## src/rtl/excseq_pkg.sv

```systemverilog
package excseq_pkg;

  typedef enum logic [3:0] {
    EV_NONE     = 4'd0,
    EV_MCHK     = 4'd1,
    EV_ARITH    = 4'd2,
    EV_INTR     = 4'd3,
    EV_DTBM_NAT = 4'd4,
    EV_DTBM_PAL = 4'd5,
    EV_ALIGN    = 4'd6,
    EV_DTB_FLT  = 4'd7,
    EV_DTB_ACV  = 4'd8,
    EV_ITB_MISS = 4'd9,
    EV_ITB_FLT  = 4'd10,
    EV_ITB_ACV  = 4'd11,
    EV_UNIMP    = 4'd12,
    EV_FPDIS    = 4'd13,
    EV_PRIV     = 4'd14,
    EV_IOVF     = 4'd15
  } evCode_e;

  localparam int OFFW = 14;
  localparam logic [OFFW-1:0] RESET_OFF = 14'h0001;

  function automatic logic [OFFW-1:0] vecOffset(evCode_e c);
    unique case (c)
      EV_MCHK:                 vecOffset = 14'h0401;
      EV_ARITH, EV_IOVF:       vecOffset = 14'h0501;
      EV_INTR:                 vecOffset = 14'h0101;
      EV_DTBM_NAT:             vecOffset = 14'h0201;
      EV_DTBM_PAL:             vecOffset = 14'h0281;
      EV_ALIGN:                vecOffset = 14'h0301;
      EV_DTB_FLT, EV_DTB_ACV:  vecOffset = 14'h0381;
      EV_ITB_MISS, EV_ITB_FLT: vecOffset = 14'h0181;
      EV_ITB_ACV:              vecOffset = 14'h0081;
      EV_UNIMP:                vecOffset = 14'h0481;
      EV_FPDIS:                vecOffset = 14'h0581;
      EV_PRIV:                 vecOffset = 14'h2001;
      default:                 vecOffset = 14'h0000;
    endcase
  endfunction

  typedef struct packed {
    logic    boot;
    logic    enter;
    evCode_e code;
    logic    saveExc;
    logic    skipInsn;
    logic    swapIn;
    logic    swapOut;
    logic    doRet;
    logic    wrExc;
  } strobes_t;

endpackage

```

## src/rtl/exc_ctrl.sv

```systemverilog
module exc_ctrl
  import excseq_pkg::*;
(
  input  logic     clk,
  input  logic     rstN,
  input  logic     evtValid,
  input  evCode_e  evtCode,
  input  logic     retReq,
  input  logic     excWrEn,
  input  logic     excBit0,
  output strobes_t stb,
  output logic     handlerMode
);

  logic bootPend;
  logic evTake, retGood, retBad;
  evCode_e effCode;

  always_comb begin
    evTake  = !bootPend && evtValid && (evtCode != EV_NONE);
    retGood = !bootPend && !evTake && retReq && handlerMode;
    retBad  = !bootPend && !evTake && retReq && !handlerMode;
    effCode = evTake ? evtCode : EV_UNIMP;

    stb          = '0;
    stb.boot     = bootPend;
    stb.enter    = evTake || retBad;
    stb.code     = effCode;
    stb.saveExc  = stb.enter && !(effCode == EV_INTR && handlerMode);
    stb.skipInsn = (effCode == EV_ARITH) || (effCode == EV_PRIV);
    stb.swapIn   = stb.enter && !handlerMode;
    stb.swapOut  = retGood && !excBit0;
    stb.doRet    = retGood;
    stb.wrExc    = excWrEn && !stb.saveExc;
  end

  always_ff @(posedge clk or negedge rstN) begin
    if (!rstN) begin
      bootPend    <= 1'b1;
      handlerMode <= 1'b1;
    end else begin
      bootPend <= 1'b0;
      if (stb.swapIn)       handlerMode <= 1'b1;
      else if (stb.swapOut) handlerMode <= 1'b0;
    end
  end


  ignore_none_chk: assert property (@(posedge clk) disable iff (!rstN)
    (!bootPend && !retReq && (!evtValid || evtCode == EV_NONE)) |=> $stable(handlerMode));

endmodule

```

## src/rtl/exc_datapath.sv

```systemverilog
module exc_datapath
  import excseq_pkg::*;
#(
  parameter int AW   = 32,
  parameter int NREG = 32,
  parameter logic [NREG-1:0] SHADOW_MASK = 32'h0200_7F00
) (
  input  logic            clk,
  input  logic            rstN,
  input  strobes_t        stb,
  input  logic [AW-1:0]   curPc,
  input  logic [AW-1:0]   palBase,
  input  logic [AW-1:0]   excWrData,
  output logic            redirect,
  output logic [AW-1:0]   tgtPc,
  output logic [AW-1:0]   tgtNpc,
  output logic [AW-1:0]   excAddr,
  output logic            swapPulse,
  output logic            swapToShadow,
  output logic [NREG-1:0] swapMask,
  output logic            intrArm,
  output logic            swapErr
);

  localparam logic [AW-1:0] INSN_BYTES = AW'(4);
  localparam logic [AW-1:0] BIT1_CLR   = ~(AW'(2));

  logic bankIn;
  logic [AW-1:0] entryPc;

  always_comb begin
    if (stb.boot) entryPc = palBase + AW'(RESET_OFF);
    else          entryPc = palBase + AW'(vecOffset(stb.code));
  end

  assign tgtNpc = tgtPc + INSN_BYTES;

  always_ff @(posedge clk or negedge rstN) begin
    if (!rstN) begin
      redirect     <= 1'b0;
      tgtPc        <= '0;
      excAddr      <= '0;
      swapPulse    <= 1'b0;
      swapToShadow <= 1'b0;
      swapMask     <= '0;
      intrArm      <= 1'b0;
      swapErr      <= 1'b0;
      bankIn       <= 1'b1;
    end else begin
      redirect  <= stb.boot || stb.enter || stb.doRet;
      if (stb.boot || stb.enter) tgtPc <= entryPc;
      else if (stb.doRet)        tgtPc <= excAddr;

      if (stb.saveExc)    excAddr <= stb.skipInsn ? curPc + INSN_BYTES : curPc;
      else if (stb.wrExc) excAddr <= excWrData & BIT1_CLR;

      swapPulse    <= stb.swapIn || stb.swapOut;
      swapToShadow <= stb.swapIn;
      swapMask     <= (stb.swapIn || stb.swapOut) ? SHADOW_MASK : '0;
      intrArm      <= stb.doRet;
      swapErr      <= (stb.swapIn && bankIn) || (stb.swapOut && !bankIn);
      if (stb.swapIn)       bankIn <= 1'b1;
      else if (stb.swapOut) bankIn <= 1'b0;
    end
  end


  wr_bit1_chk: assert property (@(posedge clk) disable iff (!rstN)
    stb.wrExc |=> !excAddr[1]);


  ret_target_chk: assert property (@(posedge clk) disable iff (!rstN)
    stb.doRet |=> (tgtPc == $past(excAddr)));

endmodule

```

## src/rtl/exc_sequencer.sv

```systemverilog
module exc_sequencer
  import excseq_pkg::*;
#(
  parameter int AW   = 32,
  parameter int NREG = 32
) (
  input  logic            clk,
  input  logic            rstN,
  input  logic            evtValid,
  input  logic [3:0]      evtCode,
  input  logic [AW-1:0]   curPc,
  input  logic [AW-1:0]   palBase,
  input  logic            retReq,
  input  logic            excWrEn,
  input  logic [AW-1:0]   excWrData,
  output logic            redirect,
  output logic [AW-1:0]   tgtPc,
  output logic [AW-1:0]   tgtNpc,
  output logic [AW-1:0]   excAddr,
  output logic            handlerMode,
  output logic            swapPulse,
  output logic            swapToShadow,
  output logic [NREG-1:0] swapMask,
  output logic            intrArm,
  output logic            swapErr
);

  localparam logic [NREG-1:0] SHADOW_MASK = NREG'(32'h0200_7F00);

  strobes_t stb;

  exc_ctrl u_ctrl (
    .clk         (clk),
    .rstN        (rstN),
    .evtValid    (evtValid),
    .evtCode     (evCode_e'(evtCode)),
    .retReq      (retReq),
    .excWrEn     (excWrEn),
    .excBit0     (excAddr[0]),
    .stb         (stb),
    .handlerMode (handlerMode)
  );

  exc_datapath #(.AW(AW), .NREG(NREG), .SHADOW_MASK(SHADOW_MASK)) u_dp (
    .clk          (clk),
    .rstN         (rstN),
    .stb          (stb),
    .curPc        (curPc),
    .palBase      (palBase),
    .excWrData    (excWrData),
    .redirect     (redirect),
    .tgtPc        (tgtPc),
    .tgtNpc       (tgtNpc),
    .excAddr      (excAddr),
    .swapPulse    (swapPulse),
    .swapToShadow (swapToShadow),
    .swapMask     (swapMask),
    .intrArm      (intrArm),
    .swapErr      (swapErr)
  );


  swap_in_mode_chk: assert property (@(posedge clk) disable iff (!rstN)
    (swapPulse && swapToShadow) |-> handlerMode);


  intr_keep_chk: assert property (@(posedge clk) disable iff (!rstN)
    (evtValid && evtCode == 4'd3 && handlerMode && !excWrEn) |=> $stable(excAddr));


  bad_ret_chk: assert property (@(posedge clk) disable iff (!rstN)
    (retReq && !handlerMode && (!evtValid || evtCode == 4'd0)) |=> (redirect && handlerMode && !intrArm));


  no_swap_err_chk: assert property (@(posedge clk) disable iff (!rstN) !swapErr);

endmodule

```

## config.mk

```make
export PLATFORM = sky130hd
export DESIGN_NAME = exc_sequencer
export DESIGN_NICKNAME = d
export VERILOG_FILES = /design/src/rtl/excseq_pkg.sv /design/src/rtl/exc_ctrl.sv /design/src/rtl/exc_datapath.sv /design/src/rtl/exc_sequencer.sv
export SDC_FILE = /design/constraint.sdc
export NUM_CORES = 1
export LEC_CHECK = 0
export BUFFER_PORTS_ARGS = -buffer_cell sky130_fd_sc_hd__buf_2
export CAP_MARGIN = 20
export CORE_UTILIZATION = 32
export DETAILED_ROUTE_END_ITERATION = 12
export HOLD_SLACK_MARGIN = 0.15
export MAX_ROUTING_LAYER = met4
export PLACE_DENSITY_LB_ADDON = 0.25
export RECOVER_POWER = 50
export SYNTH_ARGS = -nofsm -noshare
export SYNTH_HDL_FRONTEND = slang
export SYNTH_SLANG_ARGS = --single-unit
```

## constraint.sdc

```tcl
create_clock -name clk -period 5.9 [get_ports clk]
set_input_delay 0.59 -clock clk [delete_from_list [all_inputs] [get_ports clk]]
set_output_delay 0.59 -clock clk [all_outputs]
set_load 0.02 [all_outputs]
```

==> out/results.tsv <==
metric	value	unit
grt_max_degree	72	
fin_crit_sh	69.5	%
root_buffer	clkbuf_16	
grt_usage	20.4	%
setup_violations	0	
max_cap_viol_count	1	
grt_pass1_wl	27900	µm
worstMarginPinSlew	4030	ps
worst_path_largest_cell_delay	740	ps
synth_commonest_cells	nand2_1 (77), dfrtp_1 (69), xnor2_1 (46)	
die_w	135	µm
syn_area	5670	µm²
cts_made_buffers	9	
path_clk_slew	60	ps
hold_viol_final	0	
critPathArrivalTime	4380	ps
p_sw_share	36.8	%
min_period	4100	ps
drt_first_pass_iters	7	
outcome	finished with violations	
fin_tns_setup	0	ps
path_common_cell	ha_1	
fp.dieArea	18300	µm²
skew	6.32	ps
drc_errors	0	
antenna_left	0	
post_cts_buffers	0	
p_sw	0.678	mW
ys_warn_count	0	
ys_ff_latch	71	
via_per_inst	5.08	
violations	max-capacitance violations, max-slew violations	
diodes	0	
die_y	135	µm
final_nets	1001	
grt_antenna_before_repair	0	
synth_cell_types	56	
clk_latency	330	ps
cts_tree	yes	
p_seq_share	35.1	%
crit_fanout	12	
path_cells	nor2b_1, and2_1, inv_1, ha_1, nand2b_1, a21oi_1, ha_1, a31oi_1, nor4_1, o21ai_0, or4_1, nand3_1	
pin_count	239	
worstRegToRegCells	12	
cts_htree_levels	3	
drv_slew	72	
fmaxAchievable	0.244	GHz
power_density	260	nW/µm²
synth.most_common_cell	nand2_1	
critical_path_class	reg2reg	
area_growth	24.7	%
num_vias	5653	
synth_edf_count	0	
synthFlopType	dfrtp_1	
wire_per_inst	16.5	µm
crit_path_top_delay_cell	dfstp_1	
p_clk_share	34.3	%
worstHoldPathType	in2reg	
hold_depth	3	
clock_sinks	71	
synth_cells	697	
gp_congestion	0.861	
synth-seq-area-share	31.4	%
rsz0062_at_grt	false	
cts_hold_buf	0	
synth_top_cell_by_area	dfrtp_1	
routed_wl	18400	µm
post_cts_resized	0	
core.rowCount	48	
ir_worst_vdd	128	µV
yosysTopAreaCellShare	30.4	%
clock_path_buffers	2	
cp.required	6180	ps
power	1.84	mW
core_area	17300	µm²
drtIter0Drc	393	
slew_headroom	-168	%
avgSynthCellArea	8.14	µm²
p_int	1.16	mW
grt_pass1_vias	5022	
drive_above_1_share	21.5	%
async_flop_share	100	%
initial_core_util	32.8	%
end_kind	flop	
hpwl	14000	µm
grt_overflow_total	0	
fill_cells	1841	
power_frac_comb	30.6	%
numPortBuffers	213	
holdWs	453	ps
ys_top_cells_by_area	dfrtp_1 (30%), xnor2_1 (7.1%), nand2_1 (5.1%)	
power_leakage	3.00	nW
cp-start-kind	flop	
## routing by layer
| layer | wire, µm | share of wire, % | global-route usage (%) | vias to the layer above |
|---|---|---|---|---|
| met1 | 9130 | 50 | 29.6 | 2604 |
| met3 | 938 | 5.1 | 2.51 | 16 |
| met2 | 8150 | 44 | 29.9 | 199 |
| met4 | 182 | 0.99 | 4.93 | 0 |
| met5 | 0 | 0 | - | - |
| li1 | - | - | - | 2834 |
## sequential cells by signal (all words and copies together), names as in the netlist
register	count
u_dp.swapErr	1
u_dp.swapToShadow	1
u_ctrl.bootPend	1
u_dp.tgtPc	32
u_dp.excAddr	32
u_dp.intrArm	1
u_dp.swapMask	1
u_dp.redirect	1
u_dp.bankIn	1
## stage by stage
stage	util (%)	area, µm²	cells	setup slack (ps)
finish	40.9	7080	1112	1800
global route	40.9	7080	1112	1080
CTS	41.2	7130	1111	1990
detailed placement	39.2	6790	1095	1840
global placement	39.2	6790	1095	1920
floorplan	-	5770	722	2610
## final cells by class
cell class	count	area [µm²]	share of cell area (%)
well taps	225	282	3.98
flip-flops and latches	71	1780	25.1
clock inverters	6	109	1.54
inverters	19	71.3	1.01
repair buffers	221	1070	15.2
multi-input cells	560	3530	49.9
clock buffers	10	229	3.24
## worst max-delay path: cells and delay by family (launching register included)
kind / cells / cell delay (ps)
buffers and inverters: 1 / 110
and+or+nand+nor: 6 / 1590
adders and majority gates: 2 / 790
AOI/OAI and AO/OA: 3 / 800
DFF: 1 / 740
## final timing paths
path                                      startpoint                          end  slack (ps)
setup reg to reg           u_ctrl.bootPend$_DFF_PN1_   u_dp.tgtPc[27]$_DFFE_PN0P_        1800
hold reg to reg            u_dp.tgtPc[0]$_DFFE_PN0P_    u_dp.tgtPc[0]$_DFFE_PN0P_         540
min in group asynchronous                       rstN  u_dp.excAddr[5]$_DFFE_PN0P_        1660
hold / removal                              curPc[0]  u_dp.excAddr[0]$_DFFE_PN0P_         450
max in group asynchronous                       rstN   u_dp.tgtPc[12]$_DFFE_PN0P_        1990
setup / recovery           u_ctrl.bootPend$_DFF_PN1_   u_dp.tgtPc[27]$_DFFE_PN0P_        1800
## power groups by stage
stage | Combinational, mW | Sequential, mW | Clock [mW]
floorplan | 0.314 | 0.698 | 0
finish | 0.564 | 0.646 | 0.632
global route | 0.616 | 0.657 | 0.667
global placement | 0.574 | 0.654 | 0
detailed placement | 0.578 | 0.653 | 0
CTS | 0.580 | 0.645 | 0.644
## cells by family (layout without fill, tap and decap cells)
| family | after synthesis | count (layout) | share of synthesized area [%] |
|---|---|---|---|
| compound gates | 159 | 159 | 18.5 |
| xor+xnor | 73 | 73 | 11.3 |
| fa+ha+maj | 14 | 14 | 3.09 |
| buf+inv | 91 | 256 | 8.43 |
| flops | 71 | 71 | 31.4 |
| mux | 11 | 11 | 1.99 |
| other cells | 1 | 26 | 0.0661 |
| simple gates | 277 | 277 | 25.3 |
## cell usage in the layout, fill, tap and decap left out, types with 18 or more instances in the layout
| cell | n |
|---|---|
| buf_2 | 160 |
| nor2b_1 | 31 |
| nand3_1 | 37 |
| inv_1 | 19 |
| and3_1 | 23 |
| dfrtp_1 | 69 |
| a211oi_1 | 32 |
| xnor2_1 | 46 |
| nor2_1 | 31 |
| nor3_1 | 18 |
| xor2_1 | 27 |
| o21ai_0 | 21 |
| conb_1 | 26 |
| a21oi_1 | 44 |
| nand2_1 | 77 |
| clkbuf_1 | 54 |
No activity file was read; power rests on OpenSTA's default activity.
